## src/rtl/pwb_pkg.sv

```systemverilog
package pwb_pkg;
   typedef enum logic [1:0] {
      PWB_IDLE = 2'd0,
      PWB_OPEN = 2'd1,
      PWB_BUSY = 2'd2
   } pwb_state_e;
endpackage

```

## src/rtl/pwb_addr_ptr.sv

```systemverilog
module pwb_addr_ptr #(
   parameter int ADDR_W = 12,
   parameter int OFS_W  = 5
) (
   input  logic              clk,
   input  logic              rst_n,
   input  logic              load_en,
   input  logic [ADDR_W-1:0] load_val,
   input  logic              step_en,
   output logic [ADDR_W-1:0] ptr
);
   localparam int PAGE_W = ADDR_W - OFS_W;

   logic [PAGE_W-1:0] page_q;
   logic [OFS_W-1:0]  ofs_q;

   always_ff @(posedge clk or negedge rst_n) begin
      if (!rst_n) begin
         page_q <= '0;
         ofs_q  <= '0;
      end else if (load_en) begin
         page_q <= load_val[ADDR_W-1:OFS_W];
         ofs_q  <= load_val[OFS_W-1:0];
      end else if (step_en) begin
         ofs_q  <= ofs_q + 1'b1;
      end
   end

   assign ptr = {page_q, ofs_q};
endmodule

```

## src/rtl/pwb_page_store.sv

```systemverilog
module pwb_page_store #(
   parameter int DATA_W = 8,
   parameter int DEPTH  = 32,
   parameter int OFS_W  = 5
) (
   input  logic              clk,
   input  logic              rst_n,
   input  logic              clr_mask,
   input  logic              wr_en,
   input  logic [OFS_W-1:0]  wr_idx,
   input  logic [DATA_W-1:0] wr_data,
   input  logic [OFS_W-1:0]  rd_idx,
   output logic [DATA_W-1:0] rd_data,
   output logic              rd_valid,
   output logic              any_valid
);
   logic [DATA_W-1:0] slot_q [DEPTH];
   logic [DEPTH-1:0]  mask_q;

   for (genvar e = 0; e < DEPTH; e++) begin : g_slot
      logic hit;
      assign hit = wr_en && (wr_idx == OFS_W'(e));

      always_ff @(posedge clk or negedge rst_n) begin
         if (!rst_n) begin
            slot_q[e] <= '0;
            mask_q[e] <= 1'b0;
         end else if (clr_mask) begin
            mask_q[e] <= 1'b0;
         end else if (hit) begin
            slot_q[e] <= wr_data;
            mask_q[e] <= 1'b1;
         end
      end
   end

   assign rd_data   = slot_q[rd_idx];
   assign rd_valid  = mask_q[rd_idx];
   assign any_valid = |mask_q;
endmodule

```

## src/rtl/pwb_commit_ctrl.sv

```systemverilog
module pwb_commit_ctrl
   import pwb_pkg::*;
#(
   parameter int DEPTH        = 32,
   parameter int OFS_W        = 5,
   parameter int WRITE_CYCLES = 40,
   parameter int CNT_W        = 6
) (
   input  logic             clk,
   input  logic             rst_n,
   input  logic             addr_load,
   input  logic             data_valid,
   input  logic             stop_evt,
   input  logic             wp,
   input  logic             any_valid,
   output logic             load_en,
   output logic             step_en,
   output logic             clr_mask,
   output logic             busy,
   output logic             txn_open,
   output logic             scan_active,
   output logic [OFS_W-1:0] scan_idx
);
   localparam logic [CNT_W-1:0] LAST_CNT  = CNT_W'(WRITE_CYCLES - 1);
   localparam logic [CNT_W-1:0] SCAN_LIM  = CNT_W'(DEPTH);

   pwb_state_e        state_q, state_d;
   logic [CNT_W-1:0]  cnt_q, cnt_d;

   always_comb begin
      state_d  = state_q;
      cnt_d    = cnt_q;
      load_en  = 1'b0;
      step_en  = 1'b0;
      clr_mask = 1'b0;
      unique case (state_q)
         PWB_IDLE: begin
            if (addr_load && !stop_evt) begin
               load_en  = 1'b1;
               clr_mask = 1'b1;
               state_d  = PWB_OPEN;
            end
         end
         PWB_OPEN: begin
            if (stop_evt) begin
               if (wp || !any_valid) begin
                  clr_mask = 1'b1;
                  state_d  = PWB_IDLE;
               end else begin
                  cnt_d    = '0;
                  state_d  = PWB_BUSY;
               end
            end else if (addr_load) begin
               load_en  = 1'b1;
               clr_mask = 1'b1;
            end else if (data_valid) begin
               step_en  = 1'b1;
            end
         end
         PWB_BUSY: begin
            if (cnt_q == LAST_CNT) begin
               clr_mask = 1'b1;
               state_d  = PWB_IDLE;
            end else begin
               cnt_d    = cnt_q + 1'b1;
            end
         end
         default: state_d = PWB_IDLE;
      endcase
   end

   always_ff @(posedge clk or negedge rst_n) begin
      if (!rst_n) begin
         state_q <= PWB_IDLE;
         cnt_q   <= '0;
      end else begin
         state_q <= state_d;
         cnt_q   <= cnt_d;
      end
   end

   assign busy        = (state_q == PWB_BUSY);
   assign txn_open    = (state_q == PWB_OPEN);
   assign scan_active = busy && (cnt_q < SCAN_LIM);
   assign scan_idx    = cnt_q[OFS_W-1:0];
endmodule

```

## src/rtl/page_write_buf.sv

```systemverilog
module page_write_buf #(
   parameter int ADDR_W       = 12,
   parameter int DATA_W       = 8,
   parameter int PAGE_BYTES   = 32,
   parameter int WRITE_CYCLES = 40
) (
   input  logic              clk,
   input  logic              rst_n,
   input  logic              addr_load,
   input  logic [ADDR_W-1:0] addr_in,
   input  logic              data_valid,
   input  logic [DATA_W-1:0] data_in,
   input  logic              stop_evt,
   input  logic              wp,
   output logic              busy,
   output logic              mem_we,
   output logic [ADDR_W-1:0] mem_addr,
   output logic [DATA_W-1:0] mem_wdata,
   output logic [ADDR_W-1:0] ptr_out
);
   localparam int OFS_W = $clog2(PAGE_BYTES);
   localparam int CNT_W = $clog2(WRITE_CYCLES + 1);

   if (PAGE_BYTES < 2 || (1 << OFS_W) != PAGE_BYTES)
      $error("PAGE_BYTES must be a power of two of at least 2");
   if (ADDR_W <= OFS_W)
      $error("ADDR_W must exceed the page offset width");
   if (WRITE_CYCLES < PAGE_BYTES)
      $error("WRITE_CYCLES must cover one scan of the page");

   logic              load_en, step_en, clr_mask, any_valid;
   logic              txn_open, scan_active, rd_valid;
   logic [OFS_W-1:0]  scan_idx;
   logic [DATA_W-1:0] rd_data;

   pwb_commit_ctrl #(
      .DEPTH(PAGE_BYTES), .OFS_W(OFS_W),
      .WRITE_CYCLES(WRITE_CYCLES), .CNT_W(CNT_W)
   ) u_ctrl (
      .clk(clk), .rst_n(rst_n),
      .addr_load(addr_load), .data_valid(data_valid),
      .stop_evt(stop_evt), .wp(wp), .any_valid(any_valid),
      .load_en(load_en), .step_en(step_en), .clr_mask(clr_mask),
      .busy(busy), .txn_open(txn_open),
      .scan_active(scan_active), .scan_idx(scan_idx)
   );

   pwb_addr_ptr #(.ADDR_W(ADDR_W), .OFS_W(OFS_W)) u_ptr (
      .clk(clk), .rst_n(rst_n),
      .load_en(load_en), .load_val(addr_in),
      .step_en(step_en), .ptr(ptr_out)
   );

   pwb_page_store #(.DATA_W(DATA_W), .DEPTH(PAGE_BYTES), .OFS_W(OFS_W)) u_store (
      .clk(clk), .rst_n(rst_n), .clr_mask(clr_mask),
      .wr_en(step_en), .wr_idx(ptr_out[OFS_W-1:0]), .wr_data(data_in),
      .rd_idx(scan_idx), .rd_data(rd_data), .rd_valid(rd_valid),
      .any_valid(any_valid)
   );

   assign mem_we    = scan_active && rd_valid;
   assign mem_addr  = {ptr_out[ADDR_W-1:OFS_W], scan_idx};
   assign mem_wdata = rd_data;
endmodule

```

## config.mk

```make
export PLATFORM = sky130hd
export DESIGN_NAME = page_write_buf
export DESIGN_NICKNAME = d
export VERILOG_FILES = /design/src/rtl/pwb_pkg.sv /design/src/rtl/pwb_addr_ptr.sv /design/src/rtl/pwb_page_store.sv /design/src/rtl/pwb_commit_ctrl.sv /design/src/rtl/page_write_buf.sv
export SDC_FILE = /design/constraint.sdc
export NUM_CORES = 1
export LEC_CHECK = 0
export ABC_CLOCK_PERIOD_IN_PS = 4150
export BUFFER_PORTS_ARGS = -buffer_cell sky130_fd_sc_hd__buf_2
export CAP_MARGIN = 40
export CORE_UTILIZATION = 35
export CTS_CLUSTER_DIAMETER = 80
export DETAILED_ROUTE_END_ITERATION = 10
export PLACE_DENSITY = 0.53
export SETUP_SLACK_MARGIN = 0.02
export SLEW_MARGIN = 5
export SYNTH_ARGS = -nofsm -noshare
export SYNTH_HDL_FRONTEND = slang
export SYNTH_SLANG_ARGS = --single-unit
```

## constraint.sdc

```tcl
create_clock -name clk -period 4.15 [get_ports clk]
set_input_delay 0.2075 -clock clk [delete_from_list [all_inputs] [get_ports clk]]
set_output_delay 0.2075 -clock clk [all_outputs]
set_load 0.1 [all_outputs]
```

==> impl_results.md, run 1 <==
* Num CTS Buffers at 35
* Setup TNS Final at 0 ns
* Switching Share at 0.3674
* Die area at 41760 um^2
* Post-synthesis net count at 961
* Row Count at 73
* Number of diodes at 0
* Combinational share of power at 0.301
* Multi-input gate area at 6196 um^2
* Via total after detailed routing at 8141
* Worst hold slack across all endpoints at just over 0.04 ns
* Finish-stage setup viols at 0
* Vias in the first global route at 8595
* Clock tree root driver cell: clkbuf_16
* Setup repair after global routing missed its margin: no
* Main combinational cell family by area after synthesis: multiplexers
* Worst min path class: primary input to register
* Switching power total at 3.554 mW
* Total number of yosys warnings at 0
* Number of cells on the worst reg-to-reg path at 5
* Required time of the critical path at 3.94 ns
* Clock network fraction of total power at 0.308
* Worst-skew pair later-pin latency at around 0.51 ns
* Chip width at 204.4 um
* Overflow left after global routing at 0
* H-tree level count at 2
* Period Utilization, post-route at 0.8198
* FILL cells at 3715
* Internal portion of total power at 6.119 mW
* Number of antenna violations at the first check in global routing at 0
* Synthesized instance count at between 900 and 1000
* Maximum fanout along the worst path at 33
* Vias per Instance at 5.352
* Post-synthesis compound-gate area fraction at 0.03754
* Area overhead of the layout relative to synthesis at 13.66%
* Number of cells in the design after placement at 1446
* Count of instances resized after the clock tree is built at 0
* Number of iterations in the first detailed-routing pass at 5
* Clock slew at reported path FFs at approximately 0.06 ns
* Number of synthesized register bits at 308
* Floorplan core area at ~40000 um^2
* Wire per inst at 22.82 um
* Post-synthesis area per instance at 15.44 um^2
* RD Place Congestion at 0.7134
* Number of pins exceeding their max-slew limit in the final report at 0
* CTS max path bufs at 3
* Worst Hold Path Cells at 3
* NumNets Final at 1006
* Global router's overall resource usage at 0.1723
* Cell area after synthesis at 14330 um^2
* Critical path startpoint category: register
* Antenna-violating nets left at 0
* Starting density of the core at 0.3574
* Non-filler instance count after layout at approximately 1500
* Adder-Cell Fraction of Synth Area at 0.006111
* Sequential Area at 7716 um^2
* PwrDens at 593.8 nW/um^2
* Global-route wire length before repair at 54210 um
* Fin. Hold Viols at 0
* Clock tree from TritonCTS: done
* Post-synth cell types at 42
* Fmax at 293.9 MHz
* Multiplexer share of the synthesized area at 0.3479
* Portion of total power attributed to sequential cells at 0.391
* Simple logic cell fraction of the synthesized area at 0.03789
* Critical path endpoint category: primary output
* Slew of the pin with the lowest slew margin at 0.9183 ns
* Worst voltage drop across the vdd grid at 413.5 uV
* Min Tclk post-route at 3.402 ns
* Sequential cell area fraction in the yosys report at 0.5378
* I/O pin count at 60
* Number of synthesized flops with an enable pin at 0
* Number of DRC markers in iteration 0 at 401
* Pin count of the biggest net entering global routing at 110
* Fraction of layout instances using a drive strength above 1 at 0.5131
* DRC errors left at 0
* Total power at 9.673 mW
* Critical path start-end classification: register to primary output
* Worst path arrival time at between 3 and 4 ns
* Worst Clk Skew at 0.01311 ns
* Static power due to leakage at around 8 nW
* Number of port buffers at 59
* # Max-Cap Violations at 0
* Detailed Place HPWL at 21740 um
* Worst slew slack as a fraction of its limit at 0.3878
* Primary flip-flop cell chosen by synthesis mapping: dfrtp_1
* Area share of xor/xnor cells in the synthesized design at 0.002444
* Die height at about 200 um
* Share of flip-flops with an asynchronous set or reset at 1.000
* Clock sink count at 308
* Run status: complete, no violations
* Final wirelength at 34700 um
power by group through the flow:
stage | Clock (mW) | Sequential, mW | Combinational [mW]
2_1_floorplan | 0 | 3.97 | 2.19
3_3_place_gp | 0 | 3.84 | 2.91
3_5_place_dp | 0 | 3.85 | 2.92
4_1_cts | 3.06 | 3.80 | 2.94
5_1_grt | 3.18 | 3.85 | 3.08
6_report | 2.98 | 3.79 | 2.91
worst max-delay path: stages, from the launching register on:
cell	delay, ns
dfrtp_4	0.75
buf_12	0.34
mux4_2	0.54
mux4_2	0.50
o21a_1	0.21
buf_2	0.29
metrics by stage:
stage	setup slack [ns]	util	cell area (um^2)
6_report	0.7477	0.4063	16290
5_1_grt	0.6100	0.4063	16290
4_1_cts	0.6551	0.4063	16290
3_5_place_dp	1.211	0.3754	15050
3_3_place_gp	1.212	0.3754	15050
2_1_floorplan	0.2338	-	14330
layout make-up:
class,count,area share
multi-input combinational,533,0.3803
inverter,8,0.001843
sequential,308,0.4737
timing repair buffer,87,0.03702
tap,525,0.04032
clock buffer,53,0.06298
clock inverter,7,0.003840
sequential cells by signal, summed over array words and instances, names as in the netlist:
signal	cells
u_ctrl.state_q	2
u_store.slot_q	256
u_ptr.ofs_q	5
u_ptr.page_q	7
u_ctrl.cnt_q	6
u_store.mask_q	32
repair_timing:
action                                 4_1_cts  5_1_grt
setup buffers                                0        0
hold buffers                                15        0
endpoints found under the hold margin      118        0
cells in the mapped netlist, drive strengths merged, types with 3 or more instances:
cell type  count  area, um^2
a21bo         12       120.1
a21o          20       150.1
a21oi         13       65.06
a22oi          6       45.04
and3           5       31.28
buf           40       259.0
clkbuf        39       146.4
dfrtp        308        7707
ha             7       87.58
inv            8       30.03
mux2         265        2984
mux2i         20       200.2
mux4          80        1802
nand2         10       37.54
nand2b         4       25.02
nand3         16       125.1
nand4          7       71.31
nor2          23       123.9
nor2b          5       38.78
nor4           8       50.05
o21a           9       67.56
o21ai          5       25.02
o22ai          3       18.77
xnor2          3       26.28
metal layers:
layer  up-vias  share of wire  routed length, um  global-route usage
li1       3539              -                  -                   -
met1      4391           0.48              16800              0.2504
met2       169           0.46              16030              0.2691
met3        42          0.039               1367             0.02710
met4         0          0.015                512             0.04131
met5         -              0                  0                   0
layout by cell type (no fill, tap or decap), types with 3 or more instances in the layout:
cell type / synthesis / routed
a21bo_2: 12 / 12
a21o_1: 20 / 20
a21oi_1: 13 / 13
a22oi_1: 6 / 6
and3_1: 5 / 5
buf_12: 0 / 4
buf_2: 18 / 58
buf_4: 17 / 9
clkbuf_1: 39 / 12
clkbuf_16: 0 / 37
clkbuf_8: 0 / 4
clkinv_2: 0 / 5
dfrtp_1: 308 / 305
dlygate4sd3_1: 0 / 15
ha_1: 7 / 7
inv_1: 8 / 8
mux2_2: 265 / 265
mux2i_1: 20 / 20
mux4_2: 80 / 80
nand2_1: 10 / 10
nand2b_1: 4 / 4
nand3_1: 7 / 7
nand3_2: 9 / 9
nand4_1: 4 / 4
nor2_1: 8 / 8
nor2_2: 15 / 15
nor2b_1: 4 / 4
nor4_1: 8 / 8
o21a_1: 9 / 9
o21ai_0: 5 / 5
o22ai_1: 3 / 3
xnor2_1: 3 / 3
path summary, 6_finish.rpt:
kind	slack, ns	from	to
max in group asynchronous	2.85	rst_n	u_store.slot_q[214]
setup reg to reg	1.23	u_ctrl.state_q[1]	u_store.slot_q[229]
setup / recovery	0.75	u_ctrl.cnt_q[0]	mem_wdata[1]
hold / removal	0.04	stop_evt	u_ctrl.state_q[0]
hold reg to reg	0.50	u_store.mask_q[11]	u_store.mask_q[11]
min in group asynchronous	0.33	rst_n	u_ptr.page_q[4]
cell families (layout without fill, tap and decap cells):
family	after synthesis	count (layout)
buffers and inverters	87	155
adders and majority gates	7	7
AOI/OAI and AO/OA	74	74
DFF	308	308
xor gates and xnor gates	4	4
muxes	365	365
and+or+nand+nor	83	83
Power figures use the tool's default switching activity.
==> inputs of run 2 (changes only) <==
--- a/config.mk
+++ b/config.mk
@@ -5,13 +5,14 @@
 export SDC_FILE = /design/constraint.sdc
 export NUM_CORES = 1
 export LEC_CHECK = 0
-export ABC_CLOCK_PERIOD_IN_PS = 4150
+export ABC_AREA = 1
+export ABC_CLOCK_PERIOD_IN_PS = 3000
 export BUFFER_PORTS_ARGS = -buffer_cell sky130_fd_sc_hd__buf_2
 export CAP_MARGIN = 40
 export CORE_UTILIZATION = 35
 export CTS_CLUSTER_DIAMETER = 80
 export DETAILED_ROUTE_END_ITERATION = 10
-export PLACE_DENSITY = 0.53
+export PLACE_DENSITY = 0.55
 export SETUP_SLACK_MARGIN = 0.02
 export SLEW_MARGIN = 5
 export SYNTH_ARGS = -nofsm -noshare
==> constraint.sdc (replaced) <==
create_clock -name clk -period 3 [get_ports clk]
set_input_delay 0.15 -clock clk [delete_from_list [all_inputs] [get_ports clk]]
set_output_delay 0.15 -clock clk [all_outputs]
set_load 0.1 [all_outputs]
==> run 2 against run 1 <==
Compared with the run above: design area rose by 2.3%; critical path depth rose by 5; highest routed layer unchanged; synthesized area increased by 2.4%; cell count grew 56%; power is 44% higher; count of clock-buffer cells in the layout rose by 4; worst setup slack got worse by 0.65 ns; combinational power grew 74%; clock power up 39%.
==> impl_results.md, run 2 <==
* I/O pin count at 60
* Commonest cells in the synthesized netlist: nand2_1, dfrtp_1, nand3_1
* Num CTS Buffers at 35
* Chip width at 206.8 um
* Most flop-heavy register: u_store.slot_q
* FILL cells at 4226
* R2R setup slack at 0.62 ns
* Most common library cell in the layout ignoring fill and taps: nand2_1
* Area overhead of the layout relative to synthesis at 13.53%
* Number of pins exceeding their max-slew limit in the final report at 0
* Via total after detailed routing at approximately 12000
* Overflow left after global routing at 0
* Maximum fanout along the worst path at 63
* Pin count of the biggest net entering global routing at 89
* Primary flip-flop cell chosen by synthesis mapping: dfrtp_1
* Worst-skew pair later-pin latency at ~0.53 ns
* Portion of total power attributed to sequential cells at 0.339
* Total number of yosys warnings at 0
* Worst voltage drop across the vdd grid at 1827 uV
* Vias in the first global route at between 10000 and 15000
* Worst min path class: primary input to register
* Most frequent cell on the critical path: nand2_1
* Largest cells by area after synthesis: dfrtp_1, nand2_1, nand3_1, o21ai_1, o21ai_0
* Reg-to-reg endpoint: u_store.mask_q[8]
* Clock network fraction of total power at 0.298
* Final wirelength at between 40000 and 50000 um
* Finish-stage setup viols at 0
* Setup repair after global routing missed its margin: no
* Die area at 42760 um^2
* Library cell with the largest summed area after synthesis: dfrtp_1
* Detailed Place HPWL at 27060 um
* Starting density of the core at 0.3570
* Number of synthesized flops with an enable pin at 0
* Worst path arrival time at 2.75 ns
* Origin of the critical flop-to-flop path: u_ctrl.cnt_q[1]
* Global-route wire length before repair at 70640 um
* Fmax at 345.1 MHz
* Number of cells on the worst reg-to-reg path at 7
* Synth top area share at 0.5251
* Post-synthesis net count at ~1800
* Fraction of layout instances using a drive strength above 1 at 0.1000
* Clock tree from TritonCTS: done
* Number of port buffers at 59
* Critical path start-end classification: register to primary output
* Antenna-violating nets left at 0
* DRC errors left at 0
* Die height at 206.8 um
* Min Tclk post-route at around 2.9 ns
* Top library cells by usage in the layout, fill and taps aside: nand2_1, dfrtp_1, nand3_1
* Number of antenna violations at the first check in global routing at 0
* Worst Hold Path Cells at 3
* Clock slew at reported path FFs at 0.06 ns
* Number of diodes at 0
* Critical path startpoint category: register
* Number of DRC markers in iteration 0 at 1013
* Post-synthesis area per instance at approximately 8.1 um^2
* Clock sink count at 308
* Period Utilization, post-route at 0.9660
* Clock tree root driver cell: clkbuf_16
* H-tree level count at 2
* Worst Clk Skew at 0.01372 ns
* Slew of the pin with the lowest slew margin at 0.8000 ns
* CP top delay family: simple AND/OR/NAND/NOR gates
* Number of iterations in the first detailed-routing pass at 7
* Post-synth cell types at 30
* Fin worst setup slack at 0.1021 ns
* Cell area after synthesis at about 15000 um^2
* Global router's overall resource usage at 0.2150
* Worst slew slack as a fraction of its limit at 0.4661
* Combinational share of power at 0.362
* NumNets Final at 1850
* Sequential cell area fraction in the yosys report at 0.5251
* Critical path endpoint category: primary output
* Combined buffer and inverter count along the critical path at 3
* Synthesized instance count at 1809
* Wire per inst at around 19 um
* Row Count at 74
* Post-CTS Setup Repair Bufs at 0
* Number of synthesized register bits at 308
* Slowest Stage Delay on Critical Path at 0.58 ns
* Switching power total at 5.736 mW
* # Max-Cap Violations at 0
* Worst setup timing slack at the placement stage at 0.5306 ns
* RD Place Congestion at 0.8223
* End of the worst hold path: u_store.slot_q[40]
* Fin. Hold Viols at 0
* Internal portion of total power at slightly above 8 mW
* Startpoint of the tightest hold check path: data_in[0]
* Top flop regs: u_store.slot_q: 256 flops, u_store.mask_q: 32 flops, u_ptr.page_q: 7 flops
* Critical Path Slowest Stage Cell: dfrtp_4
* CTS max path bufs at 3
* Run status: complete, no violations
* Count leader, synth: nand2_1
* Cell Chain, Critical Path: inv_2 -> buf_12 -> nand3_1 -> nand3_1 -> nand2_1 -> nand2_1 -> nand2_1 -> nand2_1 -> nand3_1 -> buf_12
* Static power due to leakage at 7.993 nW
* Switching Share at 0.4118
* Required time of the critical path at between 2 and 3 ns
* Max FFs per register at approximately 260
* Floorplan core area at 41110 um^2
* PwrDens at 836.0 nW/um^2
* Vias per Instance at ~5.2
* Setup TNS Final at 0 ns
* Share of flip-flops with an asynchronous set or reset at 1.000
run 2: cell types whose count changed after synthesis, moves of 20 or more:
cell,before,now
nand2_1,10,638
mux2_2,265,0
nand3_1,7,192
o21ai_1,0,160
o21ai_0,5,142
nor2_1,8,96
mux4_2,80,0
clkbuf_1,39,64
inv_1,8,32
a21o_1,20,0
mux2i_1,20,0
nand2_4,0,20
run 2: through the flow:
stage            util  instance area (um^2)  power [mW]  instances  hold slack, ns
2_1_floorplan       -                 14680       8.284       1809         -0.1456
3_3_place_gp   0.3738                 15360       9.734       2296          0.2462
3_5_place_dp   0.3744                 15390       9.765       2297          0.2434
4_1_cts        0.4049                 16640       13.99       2372         0.09631
5_1_grt        0.4053                 16660       14.55       2372          0.1415
6_report       0.4053                 16660       13.93       2372          0.1132
run 2: how the worst max path moves through the flow:
stage / start / endpoint / depth (start not counted)
after floorplan: u_ctrl.cnt_q[0] / mem_wdata[5] / 10
after global placement: u_ctrl.cnt_q[0] / mem_wdata[6] / 11
after detailed placement: u_ctrl.cnt_q[0] / mem_wdata[6] / 11
after CTS: u_ctrl.cnt_q[0] / mem_wdata[2] / 9
after global routing: u_ctrl.cnt_q[0] / mem_wdata[3] / 9
final: u_ctrl.cnt_q[1] / mem_wdata[7] / 10
run 2: power groups by stage:
stage | Clock [mW] | Sequential [mW] | Combinational (mW)
detailed placement | 0 | 4.79 | 4.97
global placement | 0 | 4.79 | 4.95
finish | 4.15 | 4.73 | 5.05
global route | 4.41 | 4.77 | 5.36
CTS | 4.25 | 4.72 | 5.02
floorplan | 0 | 5.20 | 3.08
run 2: final cells by class:
cell class	instances	area (um^2)	area share
sequential	308	7715	0.4630
multi-input combinational	1326	6066	0.3640
clock buffer	57	1081	0.06487
timing repair buffer	109	974.7	0.05849
tap	532	665.6	0.03995
inverter	37	146.4	0.008785
clock inverter	3	15.01	0.0009010
run 2: cells by family (layout without fill, tap and decap cells):
kind of cell             count (synthesis)  after routing  synth area share
buffers and inverters                  175            206           0.06274
AND/OR/NAND/NOR                        958            958            0.2776
flip-flops                             308            308            0.5251
AO/OA/AOI/OAI                          357            357            0.1262
adder cells (fa/ha/maj)                  7              7          0.005967
XOR/XNOR                                 4              4          0.002387
run 2: metal layers:
metal,up-vias,part of all wire,GRT usage
met5,-,0,0
met2,352,0.45,0.3399
li1,5936,-,-
met1,6009,0.46,0.3003
met4,0,0.027,0.06908
met3,74,0.059,0.03564
run 2: worst register-to-register path, delay by kind of cell (launching register included):
kind	cells	cell delay, ns
fa+ha+maj	1	0.27
compound gates	1	0.33
simple gates	3	0.37
flops	1	0.55
buf+inv	2	0.72
run 2: timing repair:
action                                  4_1_cts  5_1_grt
hold endpoints to repair                     95        0
endpoints found under the setup margin        3        8
pin swaps                                     0        0
gates resized for setup                       2        6
hold buffers                                 15        0
